File: config.mk
export PLATFORM = sky130hd
export DESIGN_NAME = dbg_mailbox
export DESIGN_NICKNAME = d
export VERILOG_FILES = /design/src/rtl/dbg_mailbox_pkg.sv /design/src/rtl/mbx_flag.sv /design/src/rtl/mbx_word.sv /design/src/rtl/mbx_readmux.sv /design/src/rtl/dbg_mailbox.sv
export SDC_FILE = /design/constraint.sdc
export NUM_CORES = 1
export LEC_CHECK = 0
export BUFFER_PORTS_ARGS = -buffer_cell sky130_fd_sc_hd__buf_4
export CAP_MARGIN = 25
export CORE_MARGIN = 4
export CORE_UTILIZATION = 40
export DETAILED_ROUTE_END_ITERATION = 10
export PLACE_DENSITY = 0.75
export RECOVER_POWER = 50
export SLEW_MARGIN = 5
export SYNTH_ARGS = -nofsm -noshare
export SYNTH_HDL_FRONTEND = slang
export SYNTH_SLANG_ARGS = --single-unit
File: constraint.sdc
create_clock -name clk -period 1.6 [get_ports clk]
set_clock_uncertainty 0.15 [all_clocks]
set_input_delay 0.32 -clock clk [delete_from_list [all_inputs] [get_ports clk]]
set_output_delay 0.32 -clock clk [all_outputs]
set_load 0.005 [all_outputs]
File: src/rtl/dbg_mailbox_pkg.sv
package dbg_mailbox_pkg;
   // port select encoding
   typedef enum logic {
      SEL_DATA   = 1'b0,
      SEL_STATUS = 1'b1
   } mbx_sel_e;

   // status word bit positions
   localparam int unsigned STAT_RX_BIT = 0;
   localparam int unsigned STAT_TX_BIT = 1;
   localparam int unsigned STAT_BITS   = 2;

   // channel indices
   localparam int unsigned CH_IN   = 0;
   localparam int unsigned CH_OUT  = 1;
   localparam int unsigned NUM_CH  = 2;
endpackage

File: src/rtl/mbx_flag.sv
module mbx_flag (
   input  logic clk,
   input  logic rst_n,
   input  logic set_i,
   input  logic clr_i,
   output logic flag_o
);
   always_ff @(posedge clk or negedge rst_n) begin
      if (!rst_n)
         flag_o <= 1'b0;
      else if (set_i)
         flag_o <= 1'b1;
      else if (clr_i)
         flag_o <= 1'b0;
   end
endmodule

File: src/rtl/mbx_word.sv
module mbx_word #(
   parameter int unsigned DATA_W = 32
) (
   input  logic              clk,
   input  logic              rst_n,
   input  logic              load_i,
   input  logic [DATA_W-1:0] d_i,
   output logic [DATA_W-1:0] q_o
);
   always_ff @(posedge clk or negedge rst_n) begin
      if (!rst_n)
         q_o <= '0;
      else if (load_i)
         q_o <= d_i;
   end
endmodule

File: src/rtl/mbx_readmux.sv
module mbx_readmux
   import dbg_mailbox_pkg::*;
#(
   parameter int unsigned DATA_W = 32
) (
   input  logic              rd_en_i,
   input  logic              sel_i,
   input  logic [DATA_W-1:0] data_i,
   input  logic              rx_flag_i,
   input  logic              tx_flag_i,
   output logic [DATA_W-1:0] rdata_o
);
   logic [DATA_W-1:0] status_w;

   always_comb begin
      status_w = '0;
      status_w[STAT_RX_BIT] = rx_flag_i;
      status_w[STAT_TX_BIT] = tx_flag_i;
   end

   always_comb begin
      if (!rd_en_i)
         rdata_o = '0;
      else if (mbx_sel_e'(sel_i) == SEL_STATUS)
         rdata_o = status_w;
      else
         rdata_o = data_i;
   end
endmodule

File: src/rtl/dbg_mailbox.sv
module dbg_mailbox
   import dbg_mailbox_pkg::*;
#(
   parameter int unsigned DATA_W = 32
) (
   input  logic              clk,
   input  logic              rst_n,
   input  logic              cpu_wr_en,
   input  logic              cpu_rd_en,
   input  logic              cpu_sel,
   input  logic [DATA_W-1:0] cpu_wdata,
   output logic [DATA_W-1:0] cpu_rdata,
   input  logic              host_wr_en,
   input  logic              host_rd_en,
   input  logic              host_sel,
   input  logic [DATA_W-1:0] host_wdata,
   output logic [DATA_W-1:0] host_rdata,
   output logic              rx_pending,
   output logic              tx_pending
);
   generate
      if (DATA_W < STAT_BITS) begin : g_bad_width
         $error("dbg_mailbox: DATA_W must hold the status bits");
      end
   endgenerate

   logic              cpu_data_wr, cpu_data_rd;
   logic              host_data_wr, host_data_rd;
   logic [NUM_CH-1:0] ch_load, ch_take, ch_flag;
   logic [DATA_W-1:0] ch_din  [NUM_CH];
   logic [DATA_W-1:0] ch_word [NUM_CH];

   assign cpu_data_wr  = cpu_wr_en  && (mbx_sel_e'(cpu_sel)  == SEL_DATA);
   assign cpu_data_rd  = cpu_rd_en  && (mbx_sel_e'(cpu_sel)  == SEL_DATA);
   assign host_data_wr = host_wr_en && (mbx_sel_e'(host_sel) == SEL_DATA);
   assign host_data_rd = host_rd_en && (mbx_sel_e'(host_sel) == SEL_DATA);

   // inbound: written by host, taken by processor
   assign ch_load[CH_IN]  = host_data_wr;
   assign ch_take[CH_IN]  = cpu_data_rd;
   assign ch_din[CH_IN]   = host_wdata;
   // outbound: written by processor, taken by host
   assign ch_load[CH_OUT] = cpu_data_wr;
   assign ch_take[CH_OUT] = host_data_rd;
   assign ch_din[CH_OUT]  = cpu_wdata;

   generate
      for (genvar c = 0; c < NUM_CH; c++) begin : g_ch
         mbx_word #(.DATA_W(DATA_W)) u_word (
            .clk    (clk),
            .rst_n  (rst_n),
            .load_i (ch_load[c]),
            .d_i    (ch_din[c]),
            .q_o    (ch_word[c])
         );
         mbx_flag u_flag (
            .clk    (clk),
            .rst_n  (rst_n),
            .set_i  (ch_load[c]),
            .clr_i  (ch_take[c]),
            .flag_o (ch_flag[c])
         );
      end
   endgenerate

   mbx_readmux #(.DATA_W(DATA_W)) u_cpu_rd (
      .rd_en_i   (cpu_rd_en),
      .sel_i     (cpu_sel),
      .data_i    (ch_word[CH_IN]),
      .rx_flag_i (ch_flag[CH_IN]),
      .tx_flag_i (ch_flag[CH_OUT]),
      .rdata_o   (cpu_rdata)
   );

   mbx_readmux #(.DATA_W(DATA_W)) u_host_rd (
      .rd_en_i   (host_rd_en),
      .sel_i     (host_sel),
      .data_i    (ch_word[CH_OUT]),
      .rx_flag_i (ch_flag[CH_IN]),
      .tx_flag_i (ch_flag[CH_OUT]),
      .rdata_o   (host_rdata)
   );

   assign rx_pending = ch_flag[CH_IN];
   assign tx_pending = ch_flag[CH_OUT];
endmodule

==> out/results.ini, run 1 <==
[logic_synthesis]
synthCells = 220
syn_area_per_cell_um2 = 14.8
yosys.area.top_type = dfrtp_1
synth_top_family_by_area = multiplexers
synth_compound_area_share_pct = 0.463
synthSimpleGateAreaFrac_pct = 13.2
seq_area_frac_synth_pct = 50.9
syn-num-nets = 292
synthTopCellsByCount = 66 x dfrtp_1, 60 x and2_1, 58 x mux2_4
synth-edff-count = 0
yosysWarnings = 0
async_reset_ff_share_pct = 100
synth.distinct_cells = 12
yosysMostFrequentCell = dfrtp_1
synth_xor_area_share_pct = 0
yosys.area_share.adder_pct = 0
ys.flop_type = dfrtp_1
muxShareOfSynthArea_pct = 30.1
synth.top_cell.area_share_pct = 50.9
netlist_area_um2 = 3250
ys_ff_latch = 66
synthTopCellsByArea = dfrtp_1 51%, mux2_4 27%, and2_1 12%

[clock_tree]
root_buffer = clkbuf_8
htreeDepth = 3
clk_pin_slew_ns = 0.08
cts_tree = yes
clk_latency_ns = 0.33
cts_buffer_depth = 2
cts_buffers = 9
cts.sinks = 66

[sta]
fmax_mhz = 611
setup_viol = 24
hold_viol_final = 0
period_needed_ns = 1.64
setup_slack_ns = -0.0355
period_share_pct = 102
slew_headroom_pct = 52.7
tightest_slew_ns = 0.709
rsz0062_at_grt = true
slew_viol_final = 0
fin_tns_setup_ns = -0.310

[global_route]
grt_pass1_vias = 2299
grt_start_max_net_pins = 31
grt_usage_pct = 15.4
grt-ovfl-total = 0
grt_pass1_wl_um = 11700
antenna_found_initial = 0

[drt]
first_iter_violations = 45
drt_wl_total_um = 8410
ant_nets = 0
vias = 2245
drt_pass1_iterations = 4
vias_per_cell = 4.66
drc = 0
wl_per_cell_um = 17.4

[floorplanning]
die_area_um2 = 9620
core_region_area_um2 = 7810
rows = 32
start_util_pct = 41.6
die_h_um = 98.1
die_x_um = 98.1
num_io_pins = 138

[worst_setup_path]
arrival_ns = 1.17
endpoint_kind = output pin
critPathMaxFanout = 8
worstSetupPathType = input pin to output pin
worstPathCellList = buf_8 -> and2b_4 -> clkbuf_16 -> and2_4 -> buf_6
r2r_cells = 1
slowest_delay_ns = 0.32
cp_slowest_cell = and2b_4
startpoint_type = input pin
required_ns = 1.13

[placed_design]
port-buffer-count = 137
dpl-instance-area_um2 = 4450
placed_cells = 457
place.gp.congestion = 0.742
dp.final_hpwl_um = 5360

[worst_hold_path]
hold_class = input pin to flop
min_path_cells = 2

[pwr]
power_frac_clock_pct = 32.3
p_sw_mw = 1.11
p_sw_share_pct = 23.7
pwr-share-comb_pct = 23.9
internal-power_mw = 3.57
cellLeakagePower_nw = 2.52
finalPower_mw = 4.68
p_seq_share_pct = 43.8
ir_drop_uv = 517
power.density_nw_per_um2 = 928

[status]
failed_checks = setup timing
outcome = finished, violations left

[final_layout]
drive_gt1_share_pct = 72.4
n_antenna_cell = 0
final_area_um2 = 5050
final_core_util_pct = 64.6
layoutNonFillerInstCount = 482
fin_nets = 447
syn_to_final_growth_pct = 55.5
fill_cells = 599

[flow_run]
maxCapViolCount = 0

## power groups by stage
stage | Combinational, mW | Clock (mW) | Sequential, mW
after floorplan | 0.559 | 0 | 2.02
after global placement | 0.962 | 0 | 2.06
after detailed placement | 0.980 | 0 | 2.06
after CTS | 0.996 | 1.56 | 2.04
after global routing | 1.20 | 1.65 | 2.09
final | 1.12 | 1.51 | 2.05
## registers in the layout (all words and copies together) (netlist names)
signal and flops:
g_ch.u_flag.flag_o 2, g_ch.u_word.q_o 64
## area by class of cell
cell class	count	area, um^2	share of cell area (%)
sequential	66	1650	32.7
multi-input combinational	138	1530	30.3
timing repair buffer	158	1520	30.0
tap	102	128	2.53
clock buffer	9	124	2.45
clock inverter	7	93.8	1.86
inverter	2	7.51	0.149
## critical path: cells and delay by family
kind,cells,cell delay [ns]
AND/OR/NAND/NOR,2,0.46
buffers and inverters,3,0.37
## cell families after synthesis
kind of cell    Yosys count
buf+inv                  16
compound gates            2
flops                    66
mux                      68
simple gates             68
## layer usage
layer | GRT usage [%] | vias to the layer above | share of wire, %
met4 | 6.18 | 0 | 1.7
met1 | 19.4 | 1096 | 40
met3 | 4.93 | 17 | 6.5
met5 | 0 | - | 0
met2 | 24.6 | 93 | 52
li1 | - | 1039 | -
## final timing paths
check,from,to,slack [ns]
max in group asynchronous,rst_n,g_ch[0].u_word.q_o[16]$_DFFE_PN0P_,0.31
hold / removal,cpu_wdata[19],g_ch[1].u_word.q_o[19]$_DFFE_PN0P_,0.06
setup / recovery,host_sel,host_rdata[20],-0.04
setup reg to reg,g_ch[1].u_word.q_o[14]$_DFFE_PN0P_,g_ch[1].u_word.q_o[14]$_DFFE_PN0P_,0.66
min in group asynchronous,rst_n,g_ch[1].u_word.q_o[27]$_DFFE_PN0P_,0.42
hold reg to reg,g_ch[0].u_word.q_o[10]$_DFFE_PN0P_,g_ch[0].u_word.q_o[10]$_DFFE_PN0P_,0.36
## layout by cell type (no fill, tap or decap), drive strengths merged
master       instances
buf                152
inv                  2
o21bai               2
and2b                2
dlygate4sd3          1
clkinv               3
dfrtp               66
mux2i                4
mux2                64
clkinvlp             2
and2                60
clkbuf              14
bufinv               2
nor2b                6
## metrics by stage
stage                     hold slack [ns]  setup slack [ns]
after floorplan                    -0.126             0.239
after global placement              0.107           0.00888
after detailed placement            0.111           0.00593
after CTS                          0.0427           -0.0280
after global routing               0.0343           -0.0838
final                              0.0577           -0.0355
## what timing repair did
action / 4_1_cts / 5_1_grt
pin swaps: 0 / 32
hold buffers: 1 / 0
endpoints found under the hold margin: 24 / 0
gates cloned: 0 / 5
endpoints found under the setup margin: 4 / 39
gates resized for setup: 0 / 76
buffers inserted: 2 / 1
No activity file was read; power rests on OpenSTA's default activity.
==> inputs of run 2 (changes only) <==
- ABC_AREA: unset -> 1
==> run 2 against run 1 <==
Compared with the run above: the flow still finishes with violations (setup timing); combinational power is 27% lower; die area is 1.1% lower; wire length is 0.17% higher; final cell count is 40% higher; critical endpoint is now cpu_rdata[1]; clock-buffer cell count is 2 higher; synthesized area is 1.2% lower; first-iteration DRC count is 150% higher; sequential share of layout area is 3.6 points higher; highest routed layer unchanged; largest cell class unchanged; design area is 9.8% lower.
==> out/results.ini, run 2 <==
[floorplanning]
die_h_um = 97.5  ; -0.57%
die_area_um2 = 9510  ; -1.1%
num_io_pins = 138  ; unchanged
die_x_um = 97.5  ; -0.57%
start_util_pct = 41.3  ; -0.30 points
rows = 32  ; unchanged
core_region_area_um2 = 7770  ; -0.51%

[global_route]
met1_usage_pct = 23.7  ; +4.3 points
use_met2_pct = 26.9  ; +2.4 points
grt_pass1_wl_um = 13800  ; +18%
busiest_layer = met2
met3_usage_pct = 5.53  ; +0.60 points
grt-ovfl-total = 0  ; unchanged
antenna_found_initial = 0  ; unchanged
grt_start_max_net_pins = 34  ; +9.7%
grt_pass1_vias = 2940  ; +28%
grt_usage_pct = 17.6  ; +2.2 points

[placed_design]
place.gp.congestion = 0.793  ; +7.0%
port-buffer-count = 137  ; unchanged
dp_slack_ns = 0.0277  ; +0.0217 ns
placed_cells = 655  ; +43%
dp.final_hpwl_um = 5990  ; +12%

[logic_synthesis]
ys.flop_type = dfrtp_1
ys_ff_latch = 66  ; unchanged
synthCells = 432  ; +96%
synth.top_cell.area_share_pct = 51.5  ; +0.64 points
netlist_area_um2 = 3210  ; -1.2%
seq_area_frac_synth_pct = 51.5  ; +0.64 points
synthTopCellsByCount = 142 x nand2_1, 68 x nor2_1, 66 x dfrtp_1
synthTopCellsByArea = dfrtp_1 52%, nand2_1 17%, nand3_1 10%
syn-num-nets = 504  ; +73%
synth.distinct_cells = 10  ; -2
yosys.area.top_type = dfrtp_1
synth-edff-count = 0  ; unchanged
async_reset_ff_share_pct = 100  ; unchanged
syn_area_per_cell_um2 = 7.42  ; -50%
yosysWarnings = 0  ; unchanged
yosysMostFrequentCell = nand2_1

[worst_setup_path]
path_delay_family = flip-flops
slowest_delay_ns = 0.38  ; +0.06 ns
cp-startpoint = g_ch[1].u_flag.flag_o$_DFFE_PN0P_
endpoint_kind = output pin
reg2reg_slack_ns = 0.56  ; -0.10 ns
worstPathCellList = inv_2 -> nand2_2 -> nand2_2 -> nor2_4 -> buf_6
arrival_ns = 1.15  ; -0.02 ns
r2r-end = g_ch[1].u_flag.flag_o$_DFFE_PN0P_
critPathMostFrequentCell = nand2_2
cp_slowest_cell = dfrtp_1
crit_end = cpu_rdata[1]
r2r_cells = 4  ; +3
critPathMaxFanout = 2  ; -6
required_ns = 1.13  ; about the same
worstSetupPathType = flop to output pin
startpoint_type = flop
crit_buf_inv = 2  ; -1
path_depth = 5  ; unchanged
r2r_start = g_ch[1].u_flag.flag_o$_DFFE_PN0P_

[drt]
vias_per_cell = 4.56  ; -2.1%
ant_nets = 0  ; unchanged
drt_wl_total_um = 8420  ; +0.17%
drc = 0  ; unchanged
first_iter_violations = 111  ; +150%
wl_per_cell_um = 12.5  ; -28%
vias = 3079  ; +37%
drt_pass1_iterations = 5  ; +1

[final_layout]
layoutNonFillerInstCount = 675  ; +40%
drive_gt1_share_pct = 31.4  ; -41 points
largest_register_ffs = 64  ; unchanged
fin_nets = 640  ; +43%
syn_to_final_growth_pct = 42.0
final_cell_mix = 139 x buf_4, 136 x nand2_1, 66 x dfrtp_1, 64 x nor2_1, 64 x nand3_1
fill_cells = 771  ; +29%
final_common_cell = buf_4
n_antenna_cell = 0  ; unchanged
reg_top3 = g_ch.u_word.q_o: 64 flops, g_ch.u_flag.flag_o: 2 flops
top_register = g_ch.u_word.q_o

[clock_tree]
root_buffer = clkbuf_8
cts_buffer_depth = 2  ; unchanged
cts.sinks = 66  ; unchanged
cts_tree = yes
clk_pin_slew_ns = 0.07  ; about the same
clk_latency_ns = 0.32  ; about the same
cts_buffers = 9  ; unchanged
htreeDepth = 3  ; unchanged

[pwr]
pwr-share-comb_pct = 19.5  ; -4.4 points
p_seq_share_pct = 47.2  ; +3.4 points
internal-power_mw = 3.08  ; -14%
p_sw_share_pct = 27.2  ; +3.5 points
power.density_nw_per_um2 = 927  ; about the same
cellLeakagePower_nw = 2.65  ; +5.2%
ir_drop_uv = 420  ; -19%
power_frac_clock_pct = 33.3  ; +1.0 points
p_sw_mw = 1.15  ; +3.4%

[sta]
rsz0062_at_grt = true
slew_headroom_pct = 58.0  ; +5.3 points
slew_viol_final = 0  ; unchanged
hold_viol_final = 0  ; unchanged
fin_hold_ws_ns = 0.0667  ; +0.00904 ns
setup_slack_ns = -0.0171  ; +0.0184 ns
period_needed_ns = 1.62  ; -0.0184 ns
period_share_pct = 101  ; -1.2 points
tightest_slew_ns = 0.630  ; -0.0788 ns
setup_viol = 1  ; -96%
fmax_mhz = 618  ; +1.1%

[status]
outcome = finished, violations left
failed_checks = setup timing

[worst_hold_path]
min_path_cells = 3  ; +1
hold_class = input pin to flop

[flow_run]
maxCapViolCount = 0  ; unchanged

## run 2: worst min-delay path by stage
stage,startpoint,to,slack (ns)
2_1_floorplan,rst_n,g_ch[0].u_flag.flag_o$_DFFE_PN0P_,-0.13
3_3_place_gp,rst_n,g_ch[1].u_word.q_o[6]$_DFFE_PN0P_,0.09
3_5_place_dp,rst_n,g_ch[1].u_word.q_o[10]$_DFFE_PN0P_,0.09
4_1_cts,host_wdata[0],g_ch[0].u_word.q_o[0]$_DFFE_PN0P_,0.05
5_1_grt,host_wdata[15],g_ch[0].u_word.q_o[15]$_DFFE_PN0P_,0.06
6_report,host_wdata[0],g_ch[0].u_word.q_o[0]$_DFFE_PN0P_,0.07
## run 2: per-stage QoR
stage	instance area (um^2)	power, mW	setup TNS, ns	utilization, %
detailed placement	4290	2.82	0	55.3
floorplan	3210	2.41	0	-
global route	4550	4.47	-0.335	58.6
CTS	4530	4.25	0	58.3
global placement	4290	2.80	0	55.3
finish	4550	4.22	-0.0171	58.6
## run 2: cells by family (layout without fill, tap and decap cells)
group                  Yosys count  after routing  synth area share, %
buffers and inverters           90            231                 13.2
AND/OR/NAND/NOR                276            276                 35.3
flip-flops                      66             66                 51.5
## run 2: power groups by stage
stage	registers, mW	clock network, mW	logic [mW]
floorplan	1.99	0	0.417
global placement	2.02	0	0.778
detailed placement	2.02	0	0.801
CTS	1.99	1.44	0.820
global route	2.02	1.51	0.944
finish	1.99	1.41	0.823
## run 2: routing by layer
layer  wire [um]  vias to the layer above  part of all wire, %
met5           0                        -                    0
met4         183                        0                  2.2
met3         694                       17                  8.2
met2        3840                      135                   46
met1        3700                     1375                   44
li1            -                     1552                    -
## run 2: final cells by class
class / count / area [um^2] / share of cell area [%]
Timing Repair Buffer: 151 / 1160 / 25.5
Tap cell: 102 / 128 / 2.80
Multi-Input combinational cell: 276 / 1170 / 25.6
Inverter: 64 / 240 / 5.28
Sequential cell: 66 / 1650 / 36.3
Clock inverter: 5 / 52.6 / 1.15
Clock buffer: 11 / 151 / 3.33
## run 2: tightest hold or removal path, delay by kind of cell
kind,cells,cell delay (ns)
and+or+nand+nor,2,0.12
buffers and inverters,1,0.08
## run 2: timing repair
action	CTS	global route
pin swaps	0	6
endpoints found under the setup margin	4	4
setup buffers	2	1
hold buffers	1	0
endpoints found under the hold margin	22	0
resized for setup	4	14
